## config.mk

```make
export PLATFORM = sky130hd
export DESIGN_NAME = stepper_phase_seq
export DESIGN_NICKNAME = d
export VERILOG_FILES = /design/src/rtl/stp_pkg.sv /design/src/rtl/stp_rate_div.sv /design/src/rtl/stp_index.sv /design/src/rtl/stp_pattern.sv /design/src/rtl/stepper_phase_seq.sv
export SDC_FILE = /design/constraint.sdc
export NUM_CORES = 1
export LEC_CHECK = 0
export CORE_MARGIN = 2
export CORE_UTILIZATION = 55
export DETAILED_ROUTE_END_ITERATION = 12
export GPL_TIMING_DRIVEN = 0
export PLACE_DENSITY = 0.8
export SYNTH_ARGS = -nofsm -noshare
export SYNTH_HDL_FRONTEND = slang
export SYNTH_SLANG_ARGS = --single-unit
```

## constraint.sdc

```tcl
create_clock -name clk -period 3.84 [get_ports clk]
set_input_delay 0.768 -clock clk [delete_from_list [all_inputs] [get_ports clk]]
set_output_delay 0.768 -clock clk [all_outputs]
set_load 0.05 [all_outputs]
```

## src/rtl/stp_pkg.sv

```systemverilog
// Shared types and helpers for the stepper phase sequencer.
// Assumes at most eight phase states in any drive mode.
package stp_pkg;
    localparam int WIND_W = 4;
    localparam int IDX_W  = 3;

    typedef enum logic [1:0] {
        DRV_VR   = 2'd0,
        DRV_WAVE = 2'd1,
        DRV_FULL = 2'd2,
        DRV_HALF = 2'd3
    } drive_mode_e;

    // Highest valid phase index for a drive mode (sequence length minus one).
    function automatic logic [IDX_W-1:0] seq_last(drive_mode_e m);
        case (m)
            DRV_VR:   seq_last = IDX_W'(2);
            DRV_WAVE: seq_last = IDX_W'(3);
            DRV_FULL: seq_last = IDX_W'(3);
            default:  seq_last = IDX_W'(7);
        endcase
    endfunction
endpackage

```

## src/rtl/stp_rate_div.sv

```systemverilog
// Step rate divider: pulses tick for one cycle every 'divisor' cycles while
// enabled. Assumes divisor may change at any time; a count already past the
// new limit fires at once. Divisor 0 or en low clears the count.
module stp_rate_div #(
    parameter int DIV_W = 16
) (
    input  logic             clk,
    input  logic             rst_n,
    input  logic             en,
    input  logic [DIV_W-1:0] divisor,
    output logic             tick
);
    logic [DIV_W-1:0] cnt_q;
    logic             run;

    // Decide whether the divider is running and whether this cycle ends a period.
    always_comb begin
        run  = en && (divisor != '0);
        tick = run && (cnt_q >= (divisor - DIV_W'(1)));
    end

    // Count clock cycles within the current step period.
    always_ff @(posedge clk) begin
        if (!rst_n || !run) begin
            cnt_q <= '0;
        end else if (tick) begin
            cnt_q <= '0;
        end else begin
            cnt_q <= cnt_q + DIV_W'(1);
        end
    end
endmodule

```

## src/rtl/stp_index.sv

```systemverilog
// Phase index machine: keeps the registered drive mode and a phase index.
// A mode change clears the index; otherwise a tick moves it one place in
// the chosen direction, wrapping at the mode's sequence length.
module stp_index
    import stp_pkg::*;
(
    input  logic             clk,
    input  logic             rst_n,
    input  drive_mode_e      mode_in,
    input  logic             tick,
    input  logic             dir,
    output drive_mode_e      mode_q,
    output logic [IDX_W-1:0] idx_q
);
    logic [IDX_W-1:0] last;
    logic [IDX_W-1:0] idx_fwd;
    logic [IDX_W-1:0] idx_rev;

    // Work out the wrapped neighbours of the current index.
    always_comb begin
        last    = seq_last(mode_q);
        idx_fwd = (idx_q == last)  ? '0   : idx_q + IDX_W'(1);
        idx_rev = (idx_q == '0)    ? last : idx_q - IDX_W'(1);
    end

    // Track the mode and update the index, mode change first.
    always_ff @(posedge clk) begin
        if (!rst_n) begin
            mode_q <= mode_in;
            idx_q  <= '0;
        end else if (mode_in != mode_q) begin
            mode_q <= mode_in;
            idx_q  <= '0;
        end else if (tick) begin
            idx_q  <= dir ? idx_rev : idx_fwd;
        end
    end
endmodule

```

## src/rtl/stp_pattern.sv

```systemverilog
// Winding pattern map: converts mode and phase index to the four winding
// drives {W2b, W1b, W2a, W1a}. Purely combinational; assumes idx is in range.
module stp_pattern
    import stp_pkg::*;
(
    input  drive_mode_e       mode,
    input  logic [IDX_W-1:0]  idx,
    output logic [WIND_W-1:0] winding
);
    logic [WIND_W-1:0] single_coil;
    logic [WIND_W-1:0] dual_coil;
    logic [1:0]        quad;

    // Build one-coil and two-coil shapes by rotation of a base pattern.
    always_comb begin
        quad        = idx[1:0];
        single_coil = WIND_W'(1) << quad;
        dual_coil   = (4'b1001 << quad) | (4'b1001 >> (WIND_W - int'(quad)));
    end

    // Select the shape for the active drive mode.
    always_comb begin
        case (mode)
            DRV_VR:   winding = (idx < IDX_W'(3)) ? (WIND_W'(1) << idx[1:0]) : '0;
            DRV_WAVE: winding = single_coil;
            DRV_FULL: winding = dual_coil;
            default: begin
                winding = WIND_W'(1) << idx[2:1];
                if (idx[0]) begin
                    winding = winding | (WIND_W'(1) << (idx[2:1] + 2'd1));
                end
            end
        endcase
    end
endmodule

```

## src/rtl/stepper_phase_seq.sv

```systemverilog
// Stepper motor phase sequencer top: rate divider -> index machine ->
// pattern map. Assumes the mode input is a registered control value.
module stepper_phase_seq
    import stp_pkg::*;
#(
    parameter int DIV_W = 16
) (
    input  logic             clk,
    input  logic             rst_n,
    input  logic             en,
    input  logic             dir,
    input  logic [1:0]       mode,
    input  logic [DIV_W-1:0] rate_div,
    output logic [3:0]       winding
);
    logic              step_tick;
    drive_mode_e       mode_q;
    logic [IDX_W-1:0]  idx;

    stp_rate_div #(.DIV_W(DIV_W)) u_div (
        .clk     (clk),
        .rst_n   (rst_n),
        .en      (en),
        .divisor (rate_div),
        .tick    (step_tick)
    );

    stp_index u_idx (
        .clk     (clk),
        .rst_n   (rst_n),
        .mode_in (drive_mode_e'(mode)),
        .tick    (step_tick),
        .dir     (dir),
        .mode_q  (mode_q),
        .idx_q   (idx)
    );

    stp_pattern u_pat (
        .mode    (mode_q),
        .idx     (idx),
        .winding (winding)
    );
endmodule

```

==> flow_metrics.env <==
export IMPL_outcome="complete, no violations"
export IMPL_dieArea_sq_um=3870
export IMPL_nFillCells=274
export IMPL_fin_crit_sh=0.959
export IMPL_fin_cells=306
export IMPL_peakVddDrop_uv=162
export IMPL_routed_via_density=5.51
export IMPL_wire_per_inst_um=13.1
export IMPL_layout_min_cycle_time_ns=3.68
export IMPL_setup_worst_path_class="primary input to flop"
export IMPL_ys_types=44
export IMPL_postCtsHoldBufs=0
export IMPL_areaGrowthSynthToFinish_pct=25.0
export IMPL_synth_seq_area_share=0.236
export IMPL_die_x_um=62.2
export IMPL_max_cap_violation_count=0
export IMPL_grt_start_max_net_pins=12
export IMPL_core_rowCount=21
export IMPL_finalPower_w=0.000452
export IMPL_cts_buffers_inserted=3
export IMPL_worst_endpoint_data_arrival_time_ns=3.88
export IMPL_route_vias_total=1686
export IMPL_path_clk_slew_ns=0.11
export IMPL_grt_use_total=0.208
export IMPL_report_final_setup_viol=0
export IMPL_critical_path_required_ns=4.04
export IMPL_timing_max_transition_violations_final=0
export IMPL_mappedNetlistArea_sq_um=1860
export IMPL_hold_viol=0
export IMPL_io_buffer_count=25
export IMPL_route_antenna_remaining_nets=0
export IMPL_worst_path_max_fanout=5
export IMPL_grt_pass1_wl_um=6710
export IMPL_core_area_sq_um=3280
export IMPL_synth_warning_count=0
export IMPL_synth_seq_cells=21
export IMPL_drt_first_iter_violations=146
export IMPL_count_of_h_tree_levels_built_during_cts=1
export IMPL_post_dp_hpwl_um=3150
export IMPL_headroom_to_the_max_slew_limit=0.614
export IMPL_detailedRoute_firstPassIterationCount=4
export IMPL_dpl_cell_count=297
export IMPL_worstSetupStartpointType="primary input"
export IMPL_floorplan_die_height_um=62.2
export IMPL_worstSetupEndpointType="flop"
export IMPL_placer_congestion=0.875
export IMPL_grt_total_ovfl=0
export IMPL_via_count_of_the_first_global_routing_pass=1546
export IMPL_routed_wl_um=4000
export IMPL_pre_cts_ws_ns=-0.579
export IMPL_layout_setup_ws_ns=0.159
export IMPL_cts_tree="yes"
export IMPL_clock_tree_buffer_depth=2
export IMPL_ys_async_sr_fraction=0
export IMPL_route_detailed_drc=0
export IMPL_final_layout_size_suffix_gt1_frac=0.104
export IMPL_pwr_density_cell_nw_per_um2=194
export IMPL_register_area_sq_um=440
export IMPL_clock_skew_final_ns=0.00421
export IMPL_ff2ff_setup_slack_ns=1.71
export IMPL_number_of_antenna_violations_at_the_first_check_in_global_routing=0
export IMPL_max_clock_freq_mhz=272
export IMPL_design_area_sq_um=2330
export IMPL_worst_slew_pin_slew_ns=0.578
export IMPL_clock_sinks=21
export IMPL_power_static_leakage_nw=0.948
export IMPL_start_util=0.568
export IMPL_insertion_delay_ns=0.31
export IMPL_synth_area_per_cell_sq_um=8.25
export IMPL_insertedDiodeCount=0
export IMPL_io_pins=26
export IMPL_hp_class="flop to flop"
export IMPL_nNetsFinal=311
export IMPL_multi_input_area_sq_um=1440
export IMPL_synthesis_nets=276
export IMPL_ys_dominant_reg_cell="sky130_fd_sc_hd__dfxtp_1"
export IMPL_synth_enable_flop_cells=2
export IMPL_cell_count_after_synthesis=226
export IMPL_dpl_cell_area_sq_um=2170
export IMPL_clk_root_buffer_cell="sky130_fd_sc_hd__clkbuf_4"
cells in the mapped netlist, drive strengths merged, types with 2 or more instances:
cell / n / share of area
nor2: 23 / 0.046
dfxtp: 19 / 0.20
xor2: 15 / 0.070
inv: 13 / 0.026
a211oi: 5 / 0.023
o21ai: 9 / 0.024
edfxtp: 2 / 0.032
nand4: 5 / 0.017
nand2b: 2 / 0.0067
clkbuf: 4 / 0.0081
nand3: 8 / 0.021
nor2b: 2 / 0.0067
a221oi: 2 / 0.0094
nor3: 9 / 0.024
o22ai: 2 / 0.0067
nand2: 21 / 0.042
a21oi: 15 / 0.040
ha: 28 / 0.19
and3: 4 / 0.013
or3: 3 / 0.013
xnor2: 14 / 0.066
or4: 2 / 0.011
flip-flops by register name, indices dropped and copies added (netlist names):
register and flops:
u_div.cnt_q 16, u_idx.mode_q 2, u_idx.idx_q 3
logic make-up after synthesis:
| kind of cell | after synthesis | synth area share |
|---|---|---|
| AND/OR/NAND/NOR | 86 | 0.233 |
| AO/OA/AOI/OAI | 42 | 0.155 |
| XOR/XNOR | 29 | 0.136 |
| adder cells (fa/ha/maj) | 28 | 0.188 |
| flip-flops | 21 | 0.236 |
| buffers and inverters | 18 | 0.0403 |
| multiplexers | 2 | 0.0114 |
report_power, final:
group	internal (W)	switching, W
Sequential	0.000224	0.00000148
Combinational	0.0000562	0.0000634
Clock	0.0000406	0.0000660
Total	0.000321	0.000131
per-stage QoR:
step                TNS, ns  hold WS (ns)   util
floorplan                 0         0.426      -
global route        -0.0502         0.500  0.709
finish                    0         0.469  0.709
detailed placement    -9.40         0.448  0.661
CTS                       0         0.475  0.683
global placement      -9.01         0.441  0.661
final cells by class:
cell class	instances	area share
tap	46	0.0247
inverter	13	0.0209
buffer	5	0.0113
multi-input combinational	187	0.616
timing repair buffer	30	0.127
sequential	21	0.189
clock buffer	4	0.0113
layout by cell type (no fill, tap or decap), types with 3 or more instances in the layout:
cell and instances:
sky130_fd_sc_hd__a211oi_1 4, sky130_fd_sc_hd__a21oi_1 14, sky130_fd_sc_hd__and3_1 4, sky130_fd_sc_hd__buf_4 5
sky130_fd_sc_hd__clkbuf_1 5, sky130_fd_sc_hd__clkbuf_4 3, sky130_fd_sc_hd__clkdlybuf4s50_1 22, sky130_fd_sc_hd__dfxtp_1 19
sky130_fd_sc_hd__dlymetal6s2s_1 3, sky130_fd_sc_hd__ha_1 28, sky130_fd_sc_hd__inv_1 13, sky130_fd_sc_hd__nand2_1 20
sky130_fd_sc_hd__nand3_1 8, sky130_fd_sc_hd__nand4_1 5, sky130_fd_sc_hd__nor2_1 23, sky130_fd_sc_hd__nor3_1 8
sky130_fd_sc_hd__o21ai_0 8, sky130_fd_sc_hd__xnor2_1 14, sky130_fd_sc_hd__xor2_1 15
final timing paths:
path	cells after the start	end	start
worst max register to register	9	u_div.cnt_q[10]	u_div.cnt_q[0]
worst min register to register	1	u_div.cnt_q[0]	u_div.cnt_q[0]
worst max-delay path	12	u_idx.idx_q[0]	rate_div[4]
worst min-delay path	1	u_div.cnt_q[0]	u_div.cnt_q[0]
critical path, stage by stage:
cell and delay (ns):
sky130_fd_sc_hd__clkdlybuf4s50_1 0.48, sky130_fd_sc_hd__nor3_1 0.43, sky130_fd_sc_hd__nor2b_2 0.38, sky130_fd_sc_hd__nor4b_4 0.26
sky130_fd_sc_hd__xnor2_1 0.09, sky130_fd_sc_hd__ha_1 0.32, sky130_fd_sc_hd__nand4_1 0.19, sky130_fd_sc_hd__nor3_4 0.30
sky130_fd_sc_hd__a22oi_2 0.14, sky130_fd_sc_hd__a21o_2 0.24, sky130_fd_sc_hd__a221oi_2 0.19, sky130_fd_sc_hd__a211oi_2 0.07
layer usage:
| layer | track usage | routed length (um) |
|---|---|---|
| met1 | 0.271 | 1890 |
| met2 | 0.357 | 1920 |
| met3 | 0.0362 | 133 |
| met5 | 0 | 0 |
| met4 | 0.0528 | 45 |
repair_timing:
action | in CTS | in global routing
setup endpoints to repair | 19 | 13
resized for setup | 8 | 11
setup buffers | 0 | 5
pin swaps | 1 | 5
No activity file was read; power rests on OpenSTA's default activity.
